**src/rtl/shm_lock_pkg.sv**
```systemverilog
// Package shm_lock_pkg
// Holds the types that the arbiter pieces share.
// Assumes: exactly two requesters (external window and local port).
package shm_lock_pkg;

    typedef enum logic [1:0] {
        OWN_NONE = 2'd0,
        OWN_EXT  = 2'd1,
        OWN_LOC  = 2'd2
    } owner_e;

endpackage

```
**src/rtl/shm_lock_ctrl.sv**
```systemverilog
// Module shm_lock_ctrl
// Holds the software lock bit. Only a lock write changes it. It has no
// timer and no hardware clear path.
// Assumes: lock_wr is a one-cycle strobe from the register decode.
module shm_lock_ctrl (
    input  logic clk,
    input  logic rst_n,
    input  logic lock_wr,
    input  logic lock_wdata,
    output logic lock_q
);

    // Lock bit register: loaded by software writes only.
    always_ff @(posedge clk) begin
        if (!rst_n) begin
            lock_q <= 1'b0;
        end else if (lock_wr) begin
            lock_q <= lock_wdata;
        end
    end

endmodule

```
**src/rtl/shm_arb_core.sv**
```systemverilog
// Module shm_arb_core
// Ownership state machine for the shared memory. From idle it grants the
// external side when the lock is clear, and otherwise the local side.
// An owner keeps the memory until its done pulse. An external owner in a
// read-modify-write sequence keeps it through intermediate done pulses.
// Assumes: done pulses are raised only by the current owner.
module shm_arb_core
    import shm_lock_pkg::*;
(
    input  logic   clk,
    input  logic   rst_n,
    input  logic   lock_q,
    input  logic   ext_req,
    input  logic   ext_rmw,
    input  logic   ext_done,
    input  logic   loc_req,
    input  logic   loc_done,
    output owner_e owner
);

    owner_e owner_nxt;
    logic   ext_release;
    logic   loc_release;

    // Release conditions: the external side releases only at a sequence end.
    always_comb begin
        ext_release = ext_done && !ext_rmw;
        loc_release = loc_done;
    end

    // Next-owner decision: external first when unlocked, local otherwise.
    always_comb begin
        owner_nxt = owner;
        unique case (owner)
            OWN_NONE: begin
                if (ext_req && !lock_q) begin
                    owner_nxt = OWN_EXT;
                end else if (loc_req) begin
                    owner_nxt = OWN_LOC;
                end
            end
            OWN_EXT: begin
                if (ext_release) begin
                    owner_nxt = OWN_NONE;
                end
            end
            OWN_LOC: begin
                if (loc_release) begin
                    owner_nxt = OWN_NONE;
                end
            end
            default: owner_nxt = OWN_NONE;
        endcase
    end

    // Owner register.
    always_ff @(posedge clk) begin
        if (!rst_n) begin
            owner <= OWN_NONE;
        end else begin
            owner <= owner_nxt;
        end
    end

endmodule

```
**src/rtl/shm_stall_mon.sv**
```systemverilog
// Module shm_stall_mon
// Reports an external request that waits only because of the lock.
// Assumes: the owner comes from a registered source, so the flag follows
// ext_req within the same cycle.
module shm_stall_mon
    import shm_lock_pkg::*;
(
    input  logic   lock_q,
    input  logic   ext_req,
    input  owner_e owner,
    output logic   ext_stall
);

    // Stall flag: external request pending, lock set, external side not owner.
    always_comb begin
        ext_stall = ext_req && lock_q && (owner != OWN_EXT);
    end

endmodule

```
**src/rtl/shm_lock_arb.sv**
```systemverilog
// Module shm_lock_arb (top)
// Arbitrates one single-port shared memory between an external slave window
// and a local processor port. A software lock bit holds external requests
// so that local accesses cannot be interleaved with external ones.
// Assumes: requesters hold req until granted, and pulse done for one cycle
// while they hold the grant.
module shm_lock_arb
    import shm_lock_pkg::*;
(
    input  logic clk,
    input  logic rst_n,
    input  logic lock_wr,
    input  logic lock_wdata,
    output logic lock_q,
    input  logic ext_req,
    input  logic ext_rmw,
    input  logic ext_done,
    output logic ext_gnt,
    input  logic loc_req,
    input  logic loc_done,
    output logic loc_gnt,
    output logic ext_stall
);

    owner_e owner;

    shm_lock_ctrl u_lock (
        .clk        (clk),
        .rst_n      (rst_n),
        .lock_wr    (lock_wr),
        .lock_wdata (lock_wdata),
        .lock_q     (lock_q)
    );

    shm_arb_core u_arb (
        .clk      (clk),
        .rst_n    (rst_n),
        .lock_q   (lock_q),
        .ext_req  (ext_req),
        .ext_rmw  (ext_rmw),
        .ext_done (ext_done),
        .loc_req  (loc_req),
        .loc_done (loc_done),
        .owner    (owner)
    );

    shm_stall_mon u_stall (
        .lock_q    (lock_q),
        .ext_req   (ext_req),
        .owner     (owner),
        .ext_stall (ext_stall)
    );

    // Grant decode from the registered owner.
    always_comb begin
        ext_gnt = (owner == OWN_EXT);
        loc_gnt = (owner == OWN_LOC);
    end

endmodule

```
**config.mk**
```make
export PLATFORM = sky130hd
export DESIGN_NAME = shm_lock_arb
export DESIGN_NICKNAME = d
export VERILOG_FILES = /design/src/rtl/shm_lock_pkg.sv /design/src/rtl/shm_lock_ctrl.sv /design/src/rtl/shm_arb_core.sv /design/src/rtl/shm_stall_mon.sv /design/src/rtl/shm_lock_arb.sv
export SDC_FILE = /design/constraint.sdc
export NUM_CORES = 1
export LEC_CHECK = 0
export BUFFER_PORTS_ARGS = -buffer_cell sky130_fd_sc_hd__buf_4
export CELL_PAD_IN_SITES_DETAIL_PLACEMENT = 0
export CELL_PAD_IN_SITES_GLOBAL_PLACEMENT = 1
export CORE_AREA = 5 5 42 44
export CTS_CLUSTER_SIZE = 20
export DETAILED_ROUTE_END_ITERATION = 10
export DIE_AREA = 0 0 47 49
export PLACE_DENSITY = 0.5
export SLEW_MARGIN = 25
export SYNTH_ARGS = -nofsm -noshare
export SYNTH_HDL_FRONTEND = slang
export SYNTH_SLANG_ARGS = --single-unit
```
**constraint.sdc**
```tcl
create_clock -name clk -period 1.5 [get_ports clk]
set_input_delay 0.15 -clock clk [delete_from_list [all_inputs] [get_ports clk]]
set_output_delay 0.15 -clock clk [all_outputs]
set_load 0.05 [all_outputs]
```
[Word level (Yosys, flattened, before mapping)]
Cells that the tools add are included.
Cells by class
  multiply operators: 0
  add/subtract/negate cells: 0
  equal/unequal tests: 6
  shift operators: 0
  divide/modulo/power cells: 0
  reductions and logical operators: 8
  bitwise logic cells: 0
  multiplexer cells: 5
  order comparisons: 0
Operator list (number)
  2-bit 2-to-1 mux: 4
  2-bit case mux with 3 select lines: 1
  1-bit logical AND: 4
  2-bit by 1-bit != test with 1-bit output, second input constant: 2
  3-bit by 2-bit != test with 1-bit output, second input constant: 1
  3-bit AND reduction: 1
  2-bit by 1-bit == test with 1-bit output, second input constant: 1
  2-bit == test, second input constant: 1
  1-bit zero test: 2
  2-bit zero test: 1
  2-bit != test, second input constant: 1
Storage, ports and cells
  bits in latches: 0
  bits in writable memories: 0
  register bits after elaboration: 3
  ROM bits: 0
  word-level logic and storage cells: 21
  memories: 0

[Logic depth before layout (Yosys ltp)]
  word-level depth: 4
  depth in mapped cells: 3
  gate-level depth less buffers: 3

[Hierarchy]
Synthesis repeated with hierarchy kept, for this count alone.
Second synthesis, totals
  cells, all modules: 18
  area, all modules: 163.9 um2
By module, submodules not included
  shm_arb_core: area an instance 96.3 um2, times used 1, cells an instance 10
  shm_lock_ctrl: area an instance 36.3 um2, times used 1, cells an instance 3
  shm_stall_mon: area an instance 16.3 um2, times used 1, cells an instance 3
  shm_lock_arb: area an instance 15.0 um2, times used 1, cells an instance 2

[Worst setup path before layout]
Ideal clock, no wire load.
  kind: register -> output
  from: register u_arb.owner[0]
  to: output ext_stall
  required time: 1.350 ns
  slack: -0.224 ns
  stages on the path, launching flop included: 3
  path buffers: 0
  arrival time: 1.574 ns
  cell sequence: dfxtp_1 nor2b_1 nor2_1
On the way
  cells in the longest elaborated chain, start to end: 2
Ends and longest elaborated chain
  start: declaration: RTL line shm_arb_core.sv:18  | output owner_e owner
  start signal: assignment: RTL line shm_arb_core.sv:61  | owner <= owner_nxt;
  2-bit by 1-bit != test with 1-bit output: RTL line shm_stall_mon.sv:16  | ext_stall = ext_req && lock_q && (owner != OWN_EXT);
  1-bit logical AND: RTL line shm_stall_mon.sv:16
  end: declaration: RTL line shm_lock_arb.sv:22  | output logic ext_stall
Every way passes these cells.

[Worst setup path after layout]
Same ends and word-level chain as after synthesis.

==> results.md <==
* Post-synth design cell area at 145.1 µm²
* Vias in the first global route at 199
* Commonest cells in the netlist: dfxtp_1, nand2_1, nor2_1, nor2b_1, o22ai_1
* Core area at 1401 µm²
* Total GRT Usage at 4.926%
* Critical path class: register to primary output
* Pwr/cell area at 1070 nW/µm²
* Worst hold path depth at 2
* Die Y at 49 µm
* Routability congestion estimate at 0.6668
* CTS sink count at 3
* Int Pwr at 0.0002202 W
* Asr flop ratio synth at 0%
* I/O Pins at 13
* Nets at 43
* Reg clk slew, reported paths at 40 ps
* Mapped Cells at 17
* Slew Limit Fails at 0
* Hold-fix buffers, CTS at 0
* Final WL at 441 µm
* CTS H-Tree Depth at 1
* Buffers on Ports at 12
* VDD IR max at around 0.55 mV
* Cell with the most instances after synthesis: dfxtp_1
* FF-to-FF path depth at 3
* WP buf/inv at 1
* Static leakage power at 0.1365 nW
* Slew HR at 91.06%
* Drt via density at 3.673
* Max Root-Sink Buffers at 2
* Psw at 0.00008625 W
* Die width at 47 µm
* Worst setup startpoint: u_arb.owner[0]$_SDFFE_PN0P_
* Final worst-path cycle share at 80.22%
* Worst R2R Setup Slack at 630 ps
* Synth area leaders: dfxtp_1, nor2b_1, o22ai_1
* Worst-skew pair later-pin latency at 230 ps
* Leading area contributor after synthesis: dfxtp_1
* CTS Buf Count at 3
* Post-synthesis sequential area ratio at 41.38%
* DIE AREA at 2303 µm²
* Drt drc at 0
* EDFF count, synth at 0
* Run status: complete, no violations
* Ys Warns at 0
* Mean post-synth cell area at 8.538 µm²
* Overflow after GRT at 0
* Netlist cell types at 11
* Gate power share at between 20% and 30%
* Final core utilization at 20.45%
* Initial antenna violation count at 0
* CTS tree: built
* DR pass1 iterations at 2
* Area Growth Syn to Fin at 97.41%
* FP Rows at 14
* Arrival time worst endpoint at 1050 ps
* Capturing point of the worst reg2reg path: u_arb.owner[1]$_SDFFE_PN0P_
* Post-synth top area share at slightly above 40%
* CP required at 1350 ps
* Global-route wire length before repair at 765 µm
* Worst Setup End Kind: primary output
* Clock root buffer: clkbuf_4
* Final min period at 1203 ps
* FMAX at 0.8310 GHz
* Hold Path Sink: u_lock.lock_q$_SDFFE_PN0P_
* Clock skew at approximately 1.6 ps
* Detail Route Antenna Nets at 0
* RR Startpoint: u_lock.lock_q$_SDFFE_PN0P_
* Ys flop type: dfxtp_1
* Hold WC Path Type: input port to register
* Initial DRC Count at 1
* Worst Setup Start Kind: register
* Max FO, Critical Path at 5
* Total nets after synthesis at 26
* Post-detail-place hpwl at roughly 380 µm
* Final Hold Vio Count at 0
* CP top delay family: flip-flops
* Antenna cells at 0
* Worst-path cell chain: nor2b_2, nor2_2, buf_4
* Vias at 180
* Post-CTS setup buffers at 0
* Max Cap Viol at 0
* RSZ-0062 raised after global routing: false
* Final Setup Violations at 0
* Seq pwr share at between 30% and 40%
* Largest net degree at the start of global routing at 6
* Layout cells sized above 1 at 54.55%
* FF+latch count, synth at 3
* Worst-Margin Slew at 130.3 ps
* Setup TNS at 0 ps
* Worst path slowest cell: dfxtp_1
* Cts repair resizes at 0
* Avg WL per Cell at around 9 µm
* Worst min-delay path startpoint: rst_n
* Switch share at 28.14%
* CP peak stage delay at 370 ps
* Clock power share at between 40% and 50%
* Initial Util at 10.36%
## worst max path at each step
stage                      endpoint  slack [ps]  depth (start not counted)
after global placement    ext_stall         560                          3
after global routing      ext_stall         230                          3
after floorplan           ext_stall         130                          2
final                     ext_stall         300                          3
after CTS                 ext_stall         290                          3
after detailed placement  ext_stall         540                          3
## cell families (layout without fill, tap and decap cells)
kind of cell,Yosys count,count (layout),share of synthesized area (%)
and+or+nand+nor,10,10,40.53
muxes,1,1,6.897
buffers and inverters,1,17,2.584
AOI/OAI and AO/OA,2,2,8.619
DFF,3,3,41.38
## layer usage
metal  up-vias  track usage (%)  routed length, µm
met2        16            5.656                134
met5         -                0                  0
met4         0            1.382                  0
met3         0            5.535                109
met1        74            5.921                198
li1         90                -                  -
## placed cells by master (no fill, tap or decap), drive strengths merged
master / n
and3b: 1
dfxtp: 3
mux2i: 1
buf: 12
clkbuf: 4
nor2: 2
o22ai: 2
nand2: 2
nor3b: 1
nor2b: 3
inv: 1
nand2b: 1
## power groups by stage
stage          clock network (W)  logic (W)  registers [W]
2_1_floorplan                  0  0.0000391      0.0000981
3_3_place_gp                   0  0.0000737      0.0000939
6_report                0.000139  0.0000750      0.0000928
5_1_grt                 0.000155  0.0000800      0.0000939
3_5_place_dp                   0  0.0000756      0.0000940
4_1_cts                 0.000144  0.0000758      0.0000929
## stage by stage
stage                     hold slack (ps)  area [µm²]  worst slack (ps)  total power, W  cells
after detailed placement            387.5       260.3             542.2       0.0001696     45
after CTS                           153.8       286.5             285.8       0.0003130     49
after global placement              380.2       260.3             557.6       0.0001676     45
final                               152.3       286.5             296.7       0.0003065     49
after floorplan                     278.2       150.1             131.6       0.0001372     17
after global routing                157.4       286.5             232.1       0.0003293     49
## sequential cells by signal (all words and copies together) (netlist names)
name	cells
u_lock.lock_q	1
u_arb.owner	2
## cell type report
| cell class | count | area (µm²) |
|---|---|---|
| Timing Repair Buffer | 12 | 90.09 |
| Fill cell | 167 | 1115 |
| Multi-Input combinational cell | 13 | 86.33 |
| Inverter | 1 | 3.754 |
| Sequential cell | 3 | 60.06 |
| Tap cell | 16 | 20.02 |
| Clock buffer | 4 | 26.28 |
(Power assumes the default switching activity.)
